`src/rtl/dws_pkg.sv`:
```
package dws_pkg;
  typedef struct packed {
    logic clrAll;
    logic takeResult;
    logic stepEval;
    logic applyFinal;
  } dwsCtlT;

  typedef enum logic [2:0] {
    S_IDLE, S_ISSUE, S_WAIT, S_STEP, S_CHECK, S_VISSUE, S_VWAIT
  } dwsStateT;
endpackage

```
`src/rtl/dws_ctrl.sv`:
```
module dws_ctrl
  import dws_pkg::*;
(
  input  logic   clk,
  input  logic   rstN,
  input  logic   start,
  input  logic   testDone,
  input  logic   testFail,
  input  logic   innerLast,
  input  logic   midLast,
  input  logic   outerLast,
  input  logic   cfgNarrow,
  output dwsCtlT ctl,
  output logic   testStart,
  output logic   busy,
  output logic   done,
  output logic   fail
);
  dwsStateT state, nxt;

  always_comb begin
    ctl = '0;
    nxt = state;
    case (state)
      S_IDLE:   if (start) begin ctl.clrAll = 1'b1; nxt = S_ISSUE; end
      S_ISSUE:  nxt = S_WAIT;
      S_WAIT:   if (testDone) begin
                  ctl.takeResult = 1'b1;
                  nxt = (innerLast && midLast) ? S_STEP : S_ISSUE;
                end
      S_STEP:   begin ctl.stepEval = 1'b1; nxt = outerLast ? S_CHECK : S_ISSUE; end
      S_CHECK:  if (cfgNarrow) nxt = S_IDLE;
                else begin ctl.applyFinal = 1'b1; nxt = S_VISSUE; end
      S_VISSUE: nxt = S_VWAIT;
      S_VWAIT:  if (testDone) nxt = S_IDLE;
      default:  nxt = S_IDLE;
    endcase
  end

  always_ff @(posedge clk or negedge rstN) begin
    if (!rstN) begin
      state <= S_IDLE;
      done  <= 1'b0;
      fail  <= 1'b0;
    end else begin
      state <= nxt;
      if (state == S_IDLE && start) begin
        done <= 1'b0;
        fail <= 1'b0;
      end
      if (state == S_CHECK && cfgNarrow) fail <= 1'b1;
      if (state == S_VWAIT && testDone) begin
        done <= !testFail;
        fail <= testFail;
      end
    end
  end

  assign testStart = (state == S_ISSUE) || (state == S_VISSUE);
  assign busy      = (state != S_IDLE);
endmodule

```
`src/rtl/dws_dpath.sv`:
```
module dws_dpath
  import dws_pkg::*;
#(
  parameter int DW        = 8,
  parameter int ADDR_W    = 32,
  parameter int OUT_LO    = 'h09,
  parameter int OUT_HI    = 'h30,
  parameter int MID_LO    = 'h55,
  parameter int MID_HI    = 'h75,
  parameter int IN_LO     = 'h30,
  parameter int IN_HI     = 'h60,
  parameter int MIN_WIN   = 5,
  parameter int ADDR_STEP = 'h20000,
  parameter int INIT_ADDR = 'hFF00
) (
  input  logic              clk,
  input  logic              rstN,
  input  dwsCtlT            ctl,
  input  logic              testFail,
  input  logic [ADDR_W-1:0] memSize,
  output logic [DW-1:0]     outerIdx,
  output logic [DW-1:0]     midIdx,
  output logic [DW-1:0]     innerIdx,
  output logic [ADDR_W-1:0] addr,
  output logic              innerLast,
  output logic              midLast,
  output logic              outerLast,
  output logic              cfgNarrow
);
  localparam logic [DW-1:0]     OLO   = DW'(OUT_LO);
  localparam logic [DW-1:0]     MLO   = DW'(MID_LO);
  localparam logic [DW-1:0]     ILO   = DW'(IN_LO);
  localparam logic [ADDR_W-1:0] AINIT = ADDR_W'(INIT_ADDR);
  localparam logic [ADDR_W-1:0] ASTEP = ADDR_W'(ADDR_STEP);
  localparam logic [DW-1:0]     MINW  = DW'(MIN_WIN);

  logic [DW-1:0] winStart, stepS, stepE, stepMid;
  logic [DW-1:0] runStart, runS, runE, cfgS, cfgE, cfgMid;
  logic [DW-1:0] stepWidth, cfgWidth, runLen;
  logic [DW:0]   runSum, cfgSum;

  assign stepWidth = stepE - stepS;
  assign cfgWidth  = cfgE - cfgS;
  assign runLen    = runE - runS;
  assign runSum    = {1'b0, runS} + {1'b0, runE};
  assign cfgSum    = {1'b0, cfgS} + {1'b0, cfgE};
  assign innerLast = (innerIdx == DW'(IN_HI));
  assign midLast   = (midIdx == DW'(MID_HI));
  assign outerLast = (outerIdx == DW'(OUT_HI));
  assign cfgNarrow = (cfgWidth < MINW);

  always_ff @(posedge clk or negedge rstN) begin
    if (!rstN) begin
      outerIdx <= '0; midIdx <= '0; innerIdx <= '0; addr <= AINIT;
      winStart <= '0; stepS <= '0; stepE <= '0; stepMid <= '0;
      runStart <= '0; runS <= '0; runE <= '0;
      cfgS <= '0; cfgE <= '0; cfgMid <= '0;
    end else begin
      if (ctl.clrAll) begin
        outerIdx <= OLO; midIdx <= MLO; innerIdx <= ILO; addr <= AINIT;
        winStart <= '0; stepS <= '0; stepE <= '0; stepMid <= '0;
        runStart <= '0; runS <= '0; runE <= '0;
        cfgS <= '0; cfgE <= '0; cfgMid <= '0;
      end
      if (ctl.takeResult) begin
        addr <= (addr + ASTEP) & (memSize - 1'b1);
        if (testFail) begin
          if (winStart != '0) begin
            if ((innerIdx - winStart) > stepWidth) begin
              stepS   <= winStart;
              stepE   <= innerIdx;
              stepMid <= midIdx;
            end
            winStart <= '0;
          end
        end else if (winStart == '0) begin
          winStart <= innerIdx;
        end
        if (innerLast) begin
          innerIdx <= ILO;
          winStart <= '0;
          if (!midLast) midIdx <= midIdx + 1'b1;
        end else begin
          innerIdx <= innerIdx + 1'b1;
        end
      end
      if (ctl.stepEval) begin
        if (stepWidth > MINW) begin
          if (runStart == '0) runStart <= outerIdx;
        end else if (runStart != '0) begin
          if ((outerIdx - runStart) > runLen) begin
            runS <= runStart;
            runE <= outerIdx;
          end
          runStart <= '0;
        end
        if (stepWidth > cfgWidth) begin
          cfgS   <= stepS;
          cfgE   <= stepE;
          cfgMid <= stepMid;
        end
        stepS <= '0; stepE <= '0; stepMid <= '0;
        midIdx <= MLO;
        if (!outerLast) outerIdx <= outerIdx + 1'b1;
      end
      if (ctl.applyFinal) begin
        outerIdx <= runSum[DW:1];
        midIdx   <= cfgMid;
        innerIdx <= cfgSum[DW:1];
      end
    end
  end
endmodule

```
`src/rtl/delay_window_search.sv`:
```
module delay_window_search
  import dws_pkg::*;
#(
  parameter int DW        = 8,
  parameter int LANES     = 4,
  parameter int ADDR_W    = 32,
  parameter int OUT_LO    = 'h09,
  parameter int OUT_HI    = 'h30,
  parameter int MID_LO    = 'h55,
  parameter int MID_HI    = 'h75,
  parameter int IN_LO     = 'h30,
  parameter int IN_HI     = 'h60,
  parameter int MIN_WIN   = 5,
  parameter int ADDR_STEP = 'h20000,
  parameter int INIT_ADDR = 'hFF00
) (
  input  logic                clk,
  input  logic                rstN,
  input  logic                start,
  input  logic [ADDR_W-1:0]   memSize,
  input  logic                testDone,
  input  logic                testFail,
  output logic                testStart,
  output logic [ADDR_W-1:0]   testAddr,
  output logic [LANES*DW-1:0] rdLaneDly,
  output logic [DW-1:0]       strobeOutDly,
  output logic [DW-1:0]       wrStrobeDly,
  output logic                busy,
  output logic                done,
  output logic                fail
);
  dwsCtlT        ctl;
  logic          innerLast, midLast, outerLast, cfgNarrow;
  logic [DW-1:0] outerIdx;

  dws_ctrl u_ctrl (
    .clk(clk), .rstN(rstN), .start(start), .testDone(testDone), .testFail(testFail),
    .innerLast(innerLast), .midLast(midLast), .outerLast(outerLast), .cfgNarrow(cfgNarrow),
    .ctl(ctl), .testStart(testStart), .busy(busy), .done(done), .fail(fail)
  );

  dws_dpath #(
    .DW(DW), .ADDR_W(ADDR_W), .OUT_LO(OUT_LO), .OUT_HI(OUT_HI), .MID_LO(MID_LO),
    .MID_HI(MID_HI), .IN_LO(IN_LO), .IN_HI(IN_HI), .MIN_WIN(MIN_WIN),
    .ADDR_STEP(ADDR_STEP), .INIT_ADDR(INIT_ADDR)
  ) u_dpath (
    .clk(clk), .rstN(rstN), .ctl(ctl), .testFail(testFail), .memSize(memSize),
    .outerIdx(outerIdx), .midIdx(strobeOutDly), .innerIdx(wrStrobeDly), .addr(testAddr),
    .innerLast(innerLast), .midLast(midLast), .outerLast(outerLast), .cfgNarrow(cfgNarrow)
  );

  assign rdLaneDly = {LANES{outerIdx}};
endmodule

```
`config.mk`:
```
export PLATFORM = sky130hd
export DESIGN_NAME = delay_window_search
export DESIGN_NICKNAME = d
export VERILOG_FILES = /design/src/rtl/dws_pkg.sv /design/src/rtl/dws_ctrl.sv /design/src/rtl/dws_dpath.sv /design/src/rtl/delay_window_search.sv
export SDC_FILE = /design/constraint.sdc
export NUM_CORES = 1
export LEC_CHECK = 0
export BUFFER_PORTS_ARGS = -buffer_cell sky130_fd_sc_hd__buf_2
export CORE_ASPECT_RATIO = 0.5
export CORE_UTILIZATION = 44
export DETAILED_ROUTE_END_ITERATION = 12
export GPL_TIMING_DRIVEN = 0
export HOLD_SLACK_MARGIN = 0.05
export PLACE_DENSITY = 0.73
export SETUP_SLACK_MARGIN = 0.1
export SYNTH_ARGS = -nofsm -noshare
export SYNTH_HDL_FRONTEND = slang
export SYNTH_SLANG_ARGS = --single-unit
```
`constraint.sdc`:
```
create_clock -name clk -period 10.48 [get_ports clk]
set_clock_uncertainty 0.1 [all_clocks]
set_input_delay 1.048 -clock clk [delete_from_list [all_inputs] [get_ports clk]]
set_output_delay 1.048 -clock clk [all_outputs]
set_load 0.02 [all_outputs]
```
==> report_table.html, run 1 <==
<table>
<tr><th>Metric</th><th>Value</th></tr>
<tr><th colspan="2">Synthesis</th></tr>
<tr><td>Yosys Warn Count</td><td>0</td></tr>
<tr><td>Synthesized area per cell</td><td>9.00 µm²</td></tr>
<tr><td>Synth top area share</td><td>33.4%</td></tr>
<tr><td>Count of flip-flops with a built-in enable after synthesis</td><td>0</td></tr>
<tr><td>Number of library cell types mapped by synthesis</td><td>75</td></tr>
<tr><td>Instance count of the mapped netlist</td><td>1107</td></tr>
<tr><td>Cell area after synthesis</td><td>9960 µm²</td></tr>
<tr><td>Sequential-to-total area share from yosys stat</td><td>35.5%</td></tr>
<tr><td>Number of nets produced by synthesis</td><td>1230</td></tr>
<tr><td>Number of flip-flops and latches in the synthesized netlist</td><td>141</td></tr>
<tr><td>Top post-synthesis cells by area</td><td>sky130_fd_sc_hd__dfrtp_1 (33%), sky130_fd_sc_hd__ha_1 (9.9%), sky130_fd_sc_hd__mux2i_1 (5.2%)</td></tr>
<tr><td>Predominant post-synthesis flop cell</td><td>sky130_fd_sc_hd__dfrtp_1</td></tr>
<tr><td>Biggest area consumer among synthesized cells</td><td>sky130_fd_sc_hd__dfrtp_1</td></tr>
<tr><td>Async set or reset register ratio after synthesis</td><td>100%</td></tr>
<tr><th colspan="2">Placement</th></tr>
<tr><td>Placement-stage worst setup slack</td><td>6170 ps</td></tr>
<tr><td>Weighted congestion reported at the end of routability-driven placement</td><td>0.906</td></tr>
<tr><td>Placed instance area</td><td>11000 µm²</td></tr>
<tr><td>DP Wirelength</td><td>20.6 mm</td></tr>
<tr><td>Port Buffers</td><td>120</td></tr>
<tr><td>Cell count after placement</td><td>1528</td></tr>
<tr><th colspan="2">Route</th></tr>
<tr><td>Final routed wire length divided by cell count</td><td>17.5 µm</td></tr>
<tr><td>Length of routed met3 wiring</td><td>1.71 mm</td></tr>
<tr><td>Routed via count</td><td>8719</td></tr>
<tr><td>DRC</td><td>0</td></tr>
<tr><td>Detailed Route Iter0 Violations</td><td>582</td></tr>
<tr><td>Length of the first detailed-routing pass in iterations</td><td>8</td></tr>
<tr><td>Top Layer Used</td><td>met4</td></tr>
<tr><td>Total met2 wirelength after detailed routing</td><td>12.7 mm</td></tr>
<tr><td>Total length of routed wires</td><td>27.3 mm</td></tr>
<tr><td>Routed length on met1</td><td>12.4 mm</td></tr>
<tr><td>Via-to-Cell Ratio</td><td>5.59</td></tr>
<tr><td>Final ANT Viol Nets</td><td>0</td></tr>
<tr><th colspan="2">Worst setup path</th></tr>
<tr><td>Critical R2R Launch</td><td>u_dpath.cfgS[1]</td></tr>
<tr><td>Kind of end point of the critical path</td><td>flop</td></tr>
<tr><td>Arrival time at the worst endpoint</td><td>4590 ps</td></tr>
<tr><td>Reg-to-reg critical path endpoint</td><td>u_dpath.cfgMid[6]</td></tr>
<tr><td>Worst-path fanout max</td><td>10</td></tr>
<tr><td>Number of cells traversed by the worst register-to-register path</td><td>14</td></tr>
<tr><td>CP required</td><td>10720 ps</td></tr>
<tr><td>R2R Setup Slk</td><td>6130 ps</td></tr>
<tr><td>Critical path launch point</td><td>u_dpath.cfgS[1]</td></tr>
<tr><td>Start-to-end type of the worst setup path</td><td>reg -&gt; reg</td></tr>
<tr><td>Startpoint type of the worst setup path</td><td>flop</td></tr>
<tr><th colspan="2">Timing</th></tr>
<tr><td>FMAX</td><td>230 MHz</td></tr>
<tr><td>Total negative setup slack</td><td>0 ps</td></tr>
<tr><td>Setup violators final</td><td>0</td></tr>
<tr><td>RSZ-0062 raised after global routing</td><td>no</td></tr>
<tr><td>Final Max Slew Viols</td><td>0</td></tr>
<tr><td>Setup WS post-layout</td><td>6130 ps</td></tr>
<tr><td>Period Utilization, post-route</td><td>41.5%</td></tr>
<tr><td>Worst slew margin</td><td>29.1%</td></tr>
<tr><td>Shortest clock period the worst path allows after layout</td><td>4350 ps</td></tr>
<tr><td>Number of hold violations in the final report</td><td>0</td></tr>
<tr><td>Actual slew at the worst max-slew pin</td><td>1060 ps</td></tr>
<tr><th colspan="2">Finish</th></tr>
<tr><td>Leading cell type in the layout, fill and taps excluded</td><td>sky130_fd_sc_hd__dfrtp_1</td></tr>
<tr><td>Final Non-Filler Cells</td><td>1560</td></tr>
<tr><td>Layout cells sized above 1</td><td>16.7%</td></tr>
<tr><td>Post-Layout Inst Area</td><td>11600 µm²</td></tr>
<tr><td>Antenna diode count</td><td>0</td></tr>
<tr><td>Synth-to-Final Area Change</td><td>16.0%</td></tr>
<tr><td>Net count of the finished layout</td><td>1370</td></tr>
<tr><td>Most used cells in the layout excluding fill and tap cells</td><td>sky130_fd_sc_hd__dfrtp_1 (133), sky130_fd_sc_hd__buf_2 (122), sky130_fd_sc_hd__nand2_1 (115), sky130_fd_sc_hd__inv_1 (103)</td></tr>
<tr><th colspan="2">Floorplan</th></tr>
<tr><td>Total I/O pin count</td><td>121</td></tr>
<tr><td>Row count</td><td>38</td></tr>
<tr><td>Floorplan die height</td><td>108 µm</td></tr>
<tr><td>Area inside the core boundary</td><td>21900 µm²</td></tr>
<tr><td>Die area</td><td>23300 µm²</td></tr>
<tr><td>Initial Utilization</td><td>45.4%</td></tr>
<tr><td>DIE WIDTH</td><td>215 µm</td></tr>
<tr><th colspan="2">Power and ir drop</th></tr>
<tr><td>Leakage dissipation</td><td>0.00519 µW</td></tr>
<tr><td>P_sw</td><td>1030 µW</td></tr>
<tr><td>Clock share of power</td><td>24.4%</td></tr>
<tr><td>Total Power</td><td>2480 µW</td></tr>
<tr><td>Fraction of power spent switching nets</td><td>41.6%</td></tr>
<tr><td>Peak VDD IR</td><td>0.111 mV</td></tr>
<tr><td>Internal portion of total power</td><td>1450 µW</td></tr>
<tr><td>Power density relative to cell area</td><td>215 nW/µm²</td></tr>
<tr><td>Flop pwr share</td><td>28.1%</td></tr>
<tr><td>Combinational cell fraction of total power</td><td>47.4%</td></tr>
<tr><th colspan="2">Clocking</th></tr>
<tr><td>Clock latency of the later-clocked register in the worst-skew pair</td><td>430 ps</td></tr>
<tr><td>Number of buffers added to fix hold violations after cts</td><td>0</td></tr>
<tr><td>Post-cts gate resize count</td><td>0</td></tr>
<tr><td>CTS tree</td><td>yes</td></tr>
<tr><td>Largest buffer count on any clock path</td><td>2</td></tr>
<tr><td>Clock Root Buffer</td><td>sky130_fd_sc_hd__clkbuf_16</td></tr>
<tr><td>Clk pin slew, worst setup/hold paths</td><td>60 ps</td></tr>
<tr><td>Depth of the CTS H-tree</td><td>4</td></tr>
<tr><td>Number of CTS-inserted buffers</td><td>17</td></tr>
<tr><td>Post-CTS Setup Bufs</td><td>0</td></tr>
<tr><td>Sink Count</td><td>141</td></tr>
<tr><th colspan="2">GRT</th></tr>
<tr><td>Initial antenna violation count</td><td>0</td></tr>
<tr><td>Global-route wire length before repair</td><td>42.9 mm</td></tr>
<tr><td>Via count of the first global-routing pass</td><td>8421</td></tr>
<tr><td>All-Layer GR Usage</td><td>23.5%</td></tr>
<tr><td>Overflow after GRT</td><td>0</td></tr>
<tr><td>Pin count of the biggest net entering global routing</td><td>85</td></tr>
<tr><th colspan="2">Worst hold path</th></tr>
<tr><td>Startpoint of the worst hold path</td><td>u_dpath.cfgMid[0]</td></tr>
<tr><td>Hold Path Cell Cnt</td><td>2</td></tr>
<tr><td>Worst hold path class</td><td>reg -&gt; reg</td></tr>
<tr><td>Hold EP</td><td>u_dpath.midIdx[0]</td></tr>
<tr><th colspan="2">Run status</th></tr>
<tr><td>Outcome</td><td>finished clean</td></tr>
<tr><th colspan="2">Job</th></tr>
<tr><td>Max-cap check violation count</td><td>0</td></tr>
</table>
[metal layers]
layer  global-route usage, %  vias up
met5                       0        -
met3                    4.73       43
li1                        -     4125
met4                    7.24        0
met2                    39.1      290
met1                    31.1     4261
[cells in the mapped netlist (10+ instances only)]
master and count:
sky130_fd_sc_hd__a21oi_1 67, sky130_fd_sc_hd__and3_1 13, sky130_fd_sc_hd__buf_4 27, sky130_fd_sc_hd__clkbuf_1 22, sky130_fd_sc_hd__dfrtp_1 133, sky130_fd_sc_hd__ha_1 79
sky130_fd_sc_hd__inv_1 103, sky130_fd_sc_hd__mux2_1 11, sky130_fd_sc_hd__mux2i_1 52, sky130_fd_sc_hd__nand2_1 115, sky130_fd_sc_hd__nand2b_1 16, sky130_fd_sc_hd__nand3_1 16
sky130_fd_sc_hd__nand4_1 13, sky130_fd_sc_hd__nor2_1 79, sky130_fd_sc_hd__nor2b_1 14, sky130_fd_sc_hd__nor3_1 42, sky130_fd_sc_hd__nor4_1 10, sky130_fd_sc_hd__o21ai_0 47
sky130_fd_sc_hd__o21bai_1 12, sky130_fd_sc_hd__o31ai_1 13, sky130_fd_sc_hd__xnor2_1 46, sky130_fd_sc_hd__xor2_1 21
[worst max-delay path, cell delays in order (launching register included)]
cell,delay [ps]
sky130_fd_sc_hd__dfrtp_1,410
sky130_fd_sc_hd__inv_1,160
sky130_fd_sc_hd__ha_1,280
sky130_fd_sc_hd__nor2b_1,150
sky130_fd_sc_hd__o31a_1,280
sky130_fd_sc_hd__o31ai_1,350
sky130_fd_sc_hd__a21oi_1,140
sky130_fd_sc_hd__or3_1,390
sky130_fd_sc_hd__and2_1,200
sky130_fd_sc_hd__ha_1,330
sky130_fd_sc_hd__nand4_1,110
sky130_fd_sc_hd__o31ai_1,100
sky130_fd_sc_hd__a211oi_2,640
sky130_fd_sc_hd__buf_4,370
sky130_fd_sc_hd__mux2i_1,230
[worst max path at each step]
stage,slack (ps),end,cells after the start
global route,5930,u_dpath.runE[5],17
global placement,6240,u_dpath.runE[0],1
finish,6130,u_dpath.cfgMid[6],14
CTS,6140,u_dpath.cfgMid[6],14
floorplan,6860,u_dpath.cfgE[0],14
detailed placement,6170,u_dpath.cfgMid[6],14
[kinds of logic (layout without fill, tap and decap cells)]
family,Yosys count,in the layout,synth area share (%)
AO/OA/AOI/OAI,231,231,15.5
XOR/XNOR,67,67,5.89
adder cells (fa/ha/maj),87,87,11.4
buffers and inverters,159,312,7.20
flip-flops,141,141,35.5
multiplexers,68,68,7.03
AND/OR/NAND/NOR,354,354,17.4
[area by class of cell]
class	count	area [µm²]
multi-input combinational	807	5710
sequential	141	3540
clock inverter	7	87.6
inverter	103	387
timing repair buffer	121	634
fill	1967	10400
clock buffer	25	495
buffer	56	330
tap	300	375
[through the flow]
step	util, %	hold slack, ps
floorplan	-	350
global placement	49.9	362
detailed placement	50.1	367
CTS	52.7	381
global route	52.7	399
finish	52.7	381
[registers in the layout, summed over array words and instances (netlist names)]
signal	count
u_dpath.runE	8
u_ctrl.done	1
u_dpath.runStart	8
u_dpath.stepE	8
u_dpath.outerIdx	8
u_dpath.stepMid	8
u_ctrl.fail	1
u_dpath.winStart	8
u_ctrl.state	3
u_dpath.midIdx	8
u_dpath.innerIdx	8
u_dpath.stepS	8
u_dpath.cfgS	8
u_dpath.cfgMid	8
u_dpath.addr	32
u_dpath.cfgE	8
u_dpath.runS	8
[power groups by stage]
stage	Combinational, µW	Clock (µW)	Sequential [µW]
3_3_place_gp	1120	0	700
6_report	1180	606	698
5_1_grt	1300	635	707
3_5_place_dp	1160	0	705
4_1_cts	1170	612	696
2_1_floorplan	821	0	717
Note: power is estimated with default switching activity, not from simulation.
==> run 2: changes to the inputs <==
--- a/config.mk
+++ b/config.mk
@@ -11,7 +11,7 @@
 export DETAILED_ROUTE_END_ITERATION = 12
 export GPL_TIMING_DRIVEN = 0
 export HOLD_SLACK_MARGIN = 0.05
-export PLACE_DENSITY = 0.73
+export PLACE_DENSITY = 0.76
 export SETUP_SLACK_MARGIN = 0.1
 export SYNTH_ARGS = -nofsm -noshare
 export SYNTH_HDL_FRONTEND = slang
==> constraint.sdc (replaced) <==
create_clock -name clk -period 3.65 [get_ports clk]
set_clock_uncertainty 0.1 [all_clocks]
set_input_delay 0.365 -clock clk [delete_from_list [all_inputs] [get_ports clk]]
set_output_delay 0.365 -clock clk [all_outputs]
set_load 0.02 [all_outputs]
==> report_table.html, run 2 (synthesized netlist as in run 1, its figures left out) <==
<table>
<tr><th>Metric</th><th>Value</th></tr>
<tr><th colspan="2">Run status</th></tr>
<tr><td>Outcome</td><td>finished clean</td></tr>
<tr><th colspan="2">Finish</th></tr>
<tr><td>Number of inserted filler cells in the final layout</td><td>1762</td></tr>
<tr><td>Leading cell type in the layout, fill and taps excluded</td><td>sky130_fd_sc_hd__dfrtp_1</td></tr>
<tr><td>Max FFs per register</td><td>32</td></tr>
<tr><td>Net count of the finished layout</td><td>1430</td></tr>
<tr><td>Synth-to-Final Area Change</td><td>25.6%</td></tr>
<tr><td>Layout cells sized above 1</td><td>26.7%</td></tr>
<tr><td>Post-Layout Inst Area</td><td>12500 µm²</td></tr>
<tr><td>Area occupied by registers</td><td>3550 µm²</td></tr>
<tr><td>Register containing the most flip-flops in the final layout</td><td>u_dpath.addr</td></tr>
<tr><td>Footprint of the multi-input gates</td><td>6060 µm²</td></tr>
<tr><td>Antenna diode count</td><td>0</td></tr>
<tr><td>Most used cells in the layout excluding fill and tap cells</td><td>sky130_fd_sc_hd__dfrtp_1 (122), sky130_fd_sc_hd__buf_2 (121), sky130_fd_sc_hd__nand2_1 (115), sky130_fd_sc_hd__inv_1 (93), sky130_fd_sc_hd__nor2_1 (76)</td></tr>
<tr><th colspan="2">Worst setup path</th></tr>
<tr><td>Critical path launch point</td><td>u_dpath.cfgS[2]</td></tr>
<tr><td>R2R Setup Slk</td><td>70 ps</td></tr>
<tr><td>Critical R2R Launch</td><td>u_dpath.cfgS[2]</td></tr>
<tr><td>Capture point of the critical path</td><td>u_dpath.cfgS[3]</td></tr>
<tr><td>Reg-to-reg critical path endpoint</td><td>u_dpath.cfgS[3]</td></tr>
<tr><td>Kind of end point of the critical path</td><td>flop</td></tr>
<tr><td>Worst Path Buf+Inv</td><td>4</td></tr>
<tr><td>Arrival time at the worst endpoint</td><td>3830 ps</td></tr>
<tr><td>Family with the most delay on the worst path</td><td>compound AO/OA/AOI/OAI gates</td></tr>
<tr><td>Critical-path cell list</td><td>inv_2 &gt; ha_1 &gt; buf_6 &gt; o21a_1 &gt; o31a_1 &gt; o31ai_2 &gt; a21oi_2 &gt; or3_4 &gt; and2_4 &gt; ha_4 &gt; nand4_1 &gt; o31ai_4 &gt; a211oi_4 &gt; buf_6 &gt; clkbuf_16 &gt; mux2i_1</td></tr>
<tr><td>Master of the slowest instance on the critical path</td><td>sky130_fd_sc_hd__or3_4</td></tr>
<tr><td>Worst-path fanout max</td><td>6</td></tr>
<tr><td>Largest stage delay, worst path</td><td>390 ps</td></tr>
<tr><td>Number of cells traversed by the worst register-to-register path</td><td>16</td></tr>
<tr><td>CP required</td><td>3900 ps</td></tr>
<tr><td>Startpoint type of the worst setup path</td><td>flop</td></tr>
<tr><td>Start-to-end type of the worst setup path</td><td>reg -&gt; reg</td></tr>
<tr><td>Critical path depth in cells</td><td>16</td></tr>
<tr><td>Critical Path Most Common Cell</td><td>sky130_fd_sc_hd__buf_6</td></tr>
<tr><th colspan="2">Floorplan</th></tr>
<tr><td>DIE WIDTH</td><td>215 µm</td></tr>
<tr><td>Initial Utilization</td><td>45.4%</td></tr>
<tr><td>Die area</td><td>23300 µm²</td></tr>
<tr><td>Floorplan die height</td><td>108 µm</td></tr>
<tr><td>Row count</td><td>38</td></tr>
<tr><td>Total I/O pin count</td><td>121</td></tr>
<tr><td>Area inside the core boundary</td><td>21900 µm²</td></tr>
<tr><th colspan="2">Placement</th></tr>
<tr><td>Weighted congestion reported at the end of routability-driven placement</td><td>0.886</td></tr>
<tr><td>Placed instance area</td><td>11000 µm²</td></tr>
<tr><td>Port Buffers</td><td>120</td></tr>
<tr><td>DP Wirelength</td><td>20.5 mm</td></tr>
<tr><th colspan="2">Power and ir drop</th></tr>
<tr><td>Clock share of power</td><td>21.1%</td></tr>
<tr><td>Peak VDD IR</td><td>0.337 mV</td></tr>
<tr><td>Flop pwr share</td><td>24.5%</td></tr>
<tr><td>Leakage dissipation</td><td>0.00559 µW</td></tr>
<tr><td>Fraction of power spent switching nets</td><td>43.0%</td></tr>
<tr><td>Power density relative to cell area</td><td>648 nW/µm²</td></tr>
<tr><td>Internal portion of total power</td><td>4620 µW</td></tr>
<tr><td>Combinational cell fraction of total power</td><td>54.4%</td></tr>
<tr><td>P_sw</td><td>3490 µW</td></tr>
<tr><th colspan="2">Worst hold path</th></tr>
<tr><td>Worst hold path class</td><td>in -&gt; reg</td></tr>
<tr><th colspan="2">Clocking</th></tr>
<tr><td>Depth of the CTS H-tree</td><td>4</td></tr>
<tr><td>Largest buffer count on any clock path</td><td>2</td></tr>
<tr><td>Clock latency of the later-clocked register in the worst-skew pair</td><td>440 ps</td></tr>
<tr><td>Number of CTS-inserted buffers</td><td>17</td></tr>
<tr><td>Clk pin slew, worst setup/hold paths</td><td>70 ps</td></tr>
<tr><td>Sink Count</td><td>141</td></tr>
<tr><td>CTS tree</td><td>yes</td></tr>
<tr><td>Clock Root Buffer</td><td>sky130_fd_sc_hd__clkbuf_16</td></tr>
<tr><th colspan="2">Route</th></tr>
<tr><td>Final ANT Viol Nets</td><td>0</td></tr>
<tr><td>Routed via count</td><td>9296</td></tr>
<tr><td>Via-to-Cell Ratio</td><td>5.74</td></tr>
<tr><td>Length of the first detailed-routing pass in iterations</td><td>6</td></tr>
<tr><td>Detailed Route Iter0 Violations</td><td>848</td></tr>
<tr><td>DRC</td><td>0</td></tr>
<tr><td>Final routed wire length divided by cell count</td><td>18.4 µm</td></tr>
<tr><td>Total length of routed wires</td><td>29.8 mm</td></tr>
<tr><th colspan="2">Timing</th></tr>
<tr><td>Setup violators final</td><td>0</td></tr>
<tr><td>Worst slew margin</td><td>38.1%</td></tr>
<tr><td>RSZ-0062 raised after global routing</td><td>yes</td></tr>
<tr><td>Number of hold violations in the final report</td><td>0</td></tr>
<tr><td>FMAX</td><td>279 MHz</td></tr>
<tr><td>Worst Hold Margin</td><td>65.1 ps</td></tr>
<tr><td>Final Max Slew Viols</td><td>0</td></tr>
<tr><td>Shortest clock period the worst path allows after layout</td><td>3580 ps</td></tr>
<tr><td>Total negative setup slack</td><td>0 ps</td></tr>
<tr><td>Period Utilization, post-route</td><td>98.2%</td></tr>
<tr><td>Actual slew at the worst max-slew pin</td><td>926 ps</td></tr>
<tr><th colspan="2">GRT</th></tr>
<tr><td>All-Layer GR Usage</td><td>24.4%</td></tr>
<tr><td>Via count of the first global-routing pass</td><td>8806</td></tr>
<tr><td>Initial antenna violation count</td><td>0</td></tr>
<tr><td>Pin count of the biggest net entering global routing</td><td>101</td></tr>
<tr><td>Global-route wire length before repair</td><td>44.6 mm</td></tr>
<tr><td>Overflow after GRT</td><td>0</td></tr>
<tr><th colspan="2">Job</th></tr>
<tr><td>Max-cap check violation count</td><td>0</td></tr>
</table>
-- run 2: cell types whose count changed in the layout (fill, tap and decap cells not counted), moves of 8 or more --
cell,before,now
sky130_fd_sc_hd__ha_1,79,70
sky130_fd_sc_hd__inv_2,0,8
sky130_fd_sc_hd__inv_1,103,93
sky130_fd_sc_hd__mux2_1,11,1
sky130_fd_sc_hd__ha_4,0,9
sky130_fd_sc_hd__buf_6,3,13
sky130_fd_sc_hd__dfrtp_2,0,11
sky130_fd_sc_hd__buf_4,27,70
sky130_fd_sc_hd__dfrtp_1,133,122
sky130_fd_sc_hd__mux2_4,0,11
sky130_fd_sc_hd__a21oi_1,67,57
sky130_fd_sc_hd__a21oi_2,0,10
sky130_fd_sc_hd__o21ai_0,47,39
-- run 2: layout make-up --
| cell class | instances | area share, % |
|---|---|---|
| well taps | 300 | 3.00 |
| flip-flops and latches | 141 | 28.4 |
| clock inverters | 15 | 1.20 |
| inverters | 103 | 3.13 |
| plain buffers | 56 | 3.04 |
| multi-input cells | 807 | 48.4 |
| repair buffers | 181 | 9.43 |
| clock buffers | 17 | 3.40 |
-- run 2: power by group through the flow --
stage / clock [µW] / combinational [µW] / sequential (µW)
6_report: 1710 / 4410 / 1980
5_1_grt: 1790 / 4750 / 2000
4_1_cts: 1710 / 3720 / 1970
3_5_place_dp: 0 / 3350 / 2020
3_3_place_gp: 0 / 3210 / 2010
2_1_floorplan: 0 / 2370 / 2060
-- run 2: worst register-to-register path, delay by kind of cell, from the launching register on --
family / cells / cell delay, ps
muxes: 1 / 210
buffers and inverters: 4 / 570
and+or+nand+nor: 3 / 680
DFF: 1 / 380
AOI/OAI and AO/OA: 6 / 1020
adders and majority gates: 2 / 540
-- run 2: routing by layer --
layer	wire, µm	GRT usage (%)	part of all wire (%)	up-vias
li1	-	-	-	4272
met1	12800	30.8	43	4537
met2	13900	40.6	47	397
met3	2140	5.85	7.2	90
met4	935	10.1	3.1	0
met5	0	0	0	-
-- run 2: what timing repair did --
action,4_1_cts,5_1_grt
pin swaps,15,44
gates resized for setup,46,74
hold buffers,1,0
setup endpoints to repair,64,82
hold endpoints to repair,33,0
cloned,2,2
setup buffers,24,31
-- run 2: worst min-delay path by stage --
stage,start,to,slack (ps),depth (start not counted)
2_1_floorplan,rstN,u_ctrl.done,-30,0
3_3_place_gp,u_dpath.cfgMid[3],u_dpath.midIdx[3],360,2
3_5_place_dp,rstN,u_dpath.winStart[4],220,1
4_1_cts,memSize[0],u_dpath.addr[0],50,2
5_1_grt,memSize[0],u_dpath.addr[0],60,2
6_report,memSize[0],u_dpath.addr[0],70,2
-- run 2: through the flow --
| stage | instances | utilization [%] | setup WS (ps) | total power (µW) |
|---|---|---|---|---|
| floorplan | 1107 | - | 103 | 4420 |
| global placement | 1527 | 50.0 | -423 | 5220 |
| detailed placement | 1528 | 50.1 | -584 | 5370 |
| CTS | 1587 | 54.5 | 100 | 7400 |
| global route | 1620 | 57.1 | -76.3 | 8550 |
| finish | 1620 | 57.1 | 65.7 | 8110 |
==> run 3: changes to the inputs <==
--- a/config.mk
+++ b/config.mk
@@ -11,7 +11,7 @@
 export DETAILED_ROUTE_END_ITERATION = 12
 export GPL_TIMING_DRIVEN = 0
 export HOLD_SLACK_MARGIN = 0.05
-export PLACE_DENSITY = 0.76
+export PLACE_DENSITY = 0.73
 export SETUP_SLACK_MARGIN = 0.1
 export SYNTH_ARGS = -nofsm -noshare
 export SYNTH_HDL_FRONTEND = slang
==> constraint.sdc (replaced) <==
create_clock -name clk -period 4.59 [get_ports clk]
set_clock_uncertainty 0.1 [all_clocks]
set_input_delay 0.459 -clock clk [delete_from_list [all_inputs] [get_ports clk]]
set_output_delay 0.459 -clock clk [all_outputs]
set_load 0.02 [all_outputs]
==> report_table.html, run 3 (synthesized netlist as in run 1, its figures left out) <==
<table>
<tr><th>Metric</th><th>Value</th></tr>
<tr><th colspan="2">Worst setup path</th></tr>
<tr><td>Startpoint type of the worst setup path</td><td>flop</td></tr>
<tr><td>Kind of end point of the critical path</td><td>flop</td></tr>
<tr><td>Arrival time at the worst endpoint</td><td>4480 ps</td></tr>
<tr><td>Start-to-end type of the worst setup path</td><td>reg -&gt; reg</td></tr>
<tr><td>CP required</td><td>4800 ps</td></tr>
<tr><td>Worst-path fanout max</td><td>10</td></tr>
<tr><td>Critical-path cell list</td><td>inv_1 &gt; ha_1 &gt; o21ai_0 &gt; a21oi_1 &gt; o31a_1 &gt; o21a_1 &gt; nor2_1 &gt; xnor2_1 &gt; inv_1 &gt; ha_1 &gt; o2111ai_2 &gt; o21ba_1 &gt; a21oi_4 &gt; buf_6 &gt; mux2_1</td></tr>
<tr><td>R2R Setup Slk</td><td>320 ps</td></tr>
<tr><td>Master of the slowest instance on the critical path</td><td>sky130_fd_sc_hd__xnor2_1</td></tr>
<tr><td>Largest stage delay, worst path</td><td>560 ps</td></tr>
<tr><th colspan="2">Finish</th></tr>
<tr><td>Register containing the most flip-flops in the final layout</td><td>u_dpath.addr</td></tr>
<tr><td>Post-Layout Inst Area</td><td>11600 µm²</td></tr>
<tr><td>Most used cells in the layout excluding fill and tap cells</td><td>sky130_fd_sc_hd__dfrtp_1 (133), sky130_fd_sc_hd__buf_2 (122), sky130_fd_sc_hd__nand2_1 (115), sky130_fd_sc_hd__inv_1 (103)</td></tr>
<tr><td>Layout cells sized above 1</td><td>16.7%</td></tr>
<tr><td>Synth-to-Final Area Change</td><td>16.2%</td></tr>
<tr><td>Leading cell type in the layout, fill and taps excluded</td><td>sky130_fd_sc_hd__dfrtp_1</td></tr>
<tr><td>Number of inserted filler cells in the final layout</td><td>1967</td></tr>
<tr><td>Max FFs per register</td><td>32</td></tr>
<tr><td>Net count of the finished layout</td><td>1371</td></tr>
<tr><td>Antenna diode count</td><td>0</td></tr>
<tr><th colspan="2">GRT</th></tr>
<tr><td>Overflow after GRT</td><td>0</td></tr>
<tr><td>Pin count of the biggest net entering global routing</td><td>85</td></tr>
<tr><td>Global-route wire length before repair</td><td>42.9 mm</td></tr>
<tr><td>Via count of the first global-routing pass</td><td>8424</td></tr>
<tr><td>Initial antenna violation count</td><td>0</td></tr>
<tr><td>All-Layer GR Usage</td><td>23.5%</td></tr>
<tr><th colspan="2">Placement</th></tr>
<tr><td>Port Buffers</td><td>120</td></tr>
<tr><td>Weighted congestion reported at the end of routability-driven placement</td><td>0.906</td></tr>
<tr><td>DP Wirelength</td><td>20.6 mm</td></tr>
<tr><td>Placed instance area</td><td>11000 µm²</td></tr>
<tr><th colspan="2">Clocking</th></tr>
<tr><td>CTS tree</td><td>yes</td></tr>
<tr><td>Number of CTS-inserted buffers</td><td>17</td></tr>
<tr><td>Depth of the CTS H-tree</td><td>4</td></tr>
<tr><td>Clock Root Buffer</td><td>sky130_fd_sc_hd__clkbuf_16</td></tr>
<tr><td>Sink Count</td><td>141</td></tr>
<tr><td>Post-CTS Setup Bufs</td><td>0</td></tr>
<tr><td>Clk pin slew, worst setup/hold paths</td><td>60 ps</td></tr>
<tr><td>Largest buffer count on any clock path</td><td>2</td></tr>
<tr><td>Clock latency of the later-clocked register in the worst-skew pair</td><td>430 ps</td></tr>
<tr><th colspan="2">Power and ir drop</th></tr>
<tr><td>Power density relative to cell area</td><td>491 nW/µm²</td></tr>
<tr><td>Leakage dissipation</td><td>0.00520 µW</td></tr>
<tr><td>Clock share of power</td><td>24.4%</td></tr>
<tr><td>Fraction of power spent switching nets</td><td>41.8%</td></tr>
<tr><td>Peak VDD IR</td><td>0.255 mV</td></tr>
<tr><td>Combinational cell fraction of total power</td><td>47.5%</td></tr>
<tr><td>Internal portion of total power</td><td>3310 µW</td></tr>
<tr><td>P_sw</td><td>2370 µW</td></tr>
<tr><td>Flop pwr share</td><td>28.0%</td></tr>
<tr><th colspan="2">Timing</th></tr>
<tr><td>Period Utilization, post-route</td><td>93.1%</td></tr>
<tr><td>RSZ-0062 raised after global routing</td><td>yes</td></tr>
<tr><td>Worst slew margin</td><td>30.1%</td></tr>
<tr><td>Final Max Slew Viols</td><td>0</td></tr>
<tr><td>FMAX</td><td>234 MHz</td></tr>
<tr><td>Number of hold violations in the final report</td><td>0</td></tr>
<tr><td>Shortest clock period the worst path allows after layout</td><td>4270 ps</td></tr>
<tr><td>Total negative setup slack</td><td>0 ps</td></tr>
<tr><td>Setup violators final</td><td>0</td></tr>
<tr><td>Actual slew at the worst max-slew pin</td><td>1040 ps</td></tr>
<tr><th colspan="2">Route</th></tr>
<tr><td>Routed via count</td><td>8741</td></tr>
<tr><td>Final routed wire length divided by cell count</td><td>17.5 µm</td></tr>
<tr><td>Detailed Route Iter0 Violations</td><td>587</td></tr>
<tr><td>DRC</td><td>0</td></tr>
<tr><td>Final ANT Viol Nets</td><td>0</td></tr>
<tr><td>Via-to-Cell Ratio</td><td>5.60</td></tr>
<tr><td>Length of the first detailed-routing pass in iterations</td><td>5</td></tr>
<tr><td>Total length of routed wires</td><td>27.3 mm</td></tr>
<tr><th colspan="2">Floorplan</th></tr>
<tr><td>Area inside the core boundary</td><td>21900 µm²</td></tr>
<tr><td>Die area</td><td>23300 µm²</td></tr>
<tr><td>Row count</td><td>38</td></tr>
<tr><td>Initial Utilization</td><td>45.4%</td></tr>
<tr><td>Floorplan die height</td><td>108 µm</td></tr>
<tr><td>DIE WIDTH</td><td>215 µm</td></tr>
<tr><td>Total I/O pin count</td><td>121</td></tr>
<tr><th colspan="2">Worst hold path</th></tr>
<tr><td>Worst hold path class</td><td>in -&gt; reg</td></tr>
<tr><th colspan="2">Job</th></tr>
<tr><td>Max-cap check violation count</td><td>0</td></tr>
<tr><th colspan="2">Run status</th></tr>
<tr><td>Outcome</td><td>finished clean</td></tr>
</table>
==> run 3: power groups by stage <==
stage                     clock network (µW)  logic, µW  registers, µW
after floorplan                            0       1870           1640
after global placement                     0       2560           1600
after detailed placement                   0       2660           1610
after CTS                               1400       2680           1590
after global routing                    1450       2980           1610
final                                   1390       2700           1590
==> run 3: area by class of cell <==
cell class / instances / area, µm² / share of cell area, %
Multi-Input combinational cell: 807 / 5710 / 49.4
Inverter: 103 / 387 / 3.34
Sequential cell: 141 / 3540 / 30.6
Buffer: 56 / 330 / 2.85
Timing Repair Buffer: 122 / 644 / 5.57
Tap cell: 300 / 375 / 3.24
Clock buffer: 25 / 495 / 4.28
Clock inverter: 7 / 87.6 / 0.757
==> run 3: what timing repair did <==
action / in CTS / in global routing
gates resized for setup: 0 / 1
endpoints found under the setup margin: 0 / 12
hold buffers: 1 / 0
endpoints found under the hold margin: 49 / 0
==> run 3: worst max-delay path: cells and delay by family (launching register included) <==
| kind | cells | cell delay [ps] |
|---|---|---|
| multiplexers | 1 | 340 |
| XOR/XNOR | 1 | 560 |
| flip-flops | 1 | 370 |
| buffers and inverters | 3 | 410 |
| AO/OA/AOI/OAI | 7 | 1610 |
| AND/OR/NAND/NOR | 1 | 50 |
| adder cells (fa/ha/maj) | 2 | 700 |
==> run 3: worst paths after layout <==
check                                  start                   to  cells after the start
max                         u_dpath.stepS[2]   u_dpath.stepMid[4]                     15
min reg2reg                u_dpath.cfgMid[3]    u_dpath.midIdx[3]                      2
max reg2reg                 u_dpath.stepS[2]   u_dpath.stepMid[4]                     15
min                               memSize[0]      u_dpath.addr[0]                      2
min in group asynchronous               rstN     u_dpath.addr[24]                      2
max in group asynchronous               rstN  u_dpath.outerIdx[7]                      3
==> run 3: metal layers <==
| layer | vias to the layer above | global-route usage [%] | wire length, µm |
|---|---|---|---|
| met4 | 0 | 7.24 | 499 |
| met3 | 45 | 4.73 | 1700 |
| met1 | 4258 | 31.1 | 12400 |
| met5 | - | 0 | 0 |
| li1 | 4130 | - | - |
| met2 | 308 | 39.1 | 12600 |
==> run 3: through the flow <==
step	setup WS [ps]	power, µW	utilization, %	std cells	hold slack, ps
floorplan	968	3510	-	1107	63.4
global placement	415	4160	49.9	1527	362
detailed placement	282	4270	50.1	1528	367
CTS	250	5660	52.8	1561	149
global route	93.1	6050	52.8	1561	164
finish	316	5680	52.8	1561	164
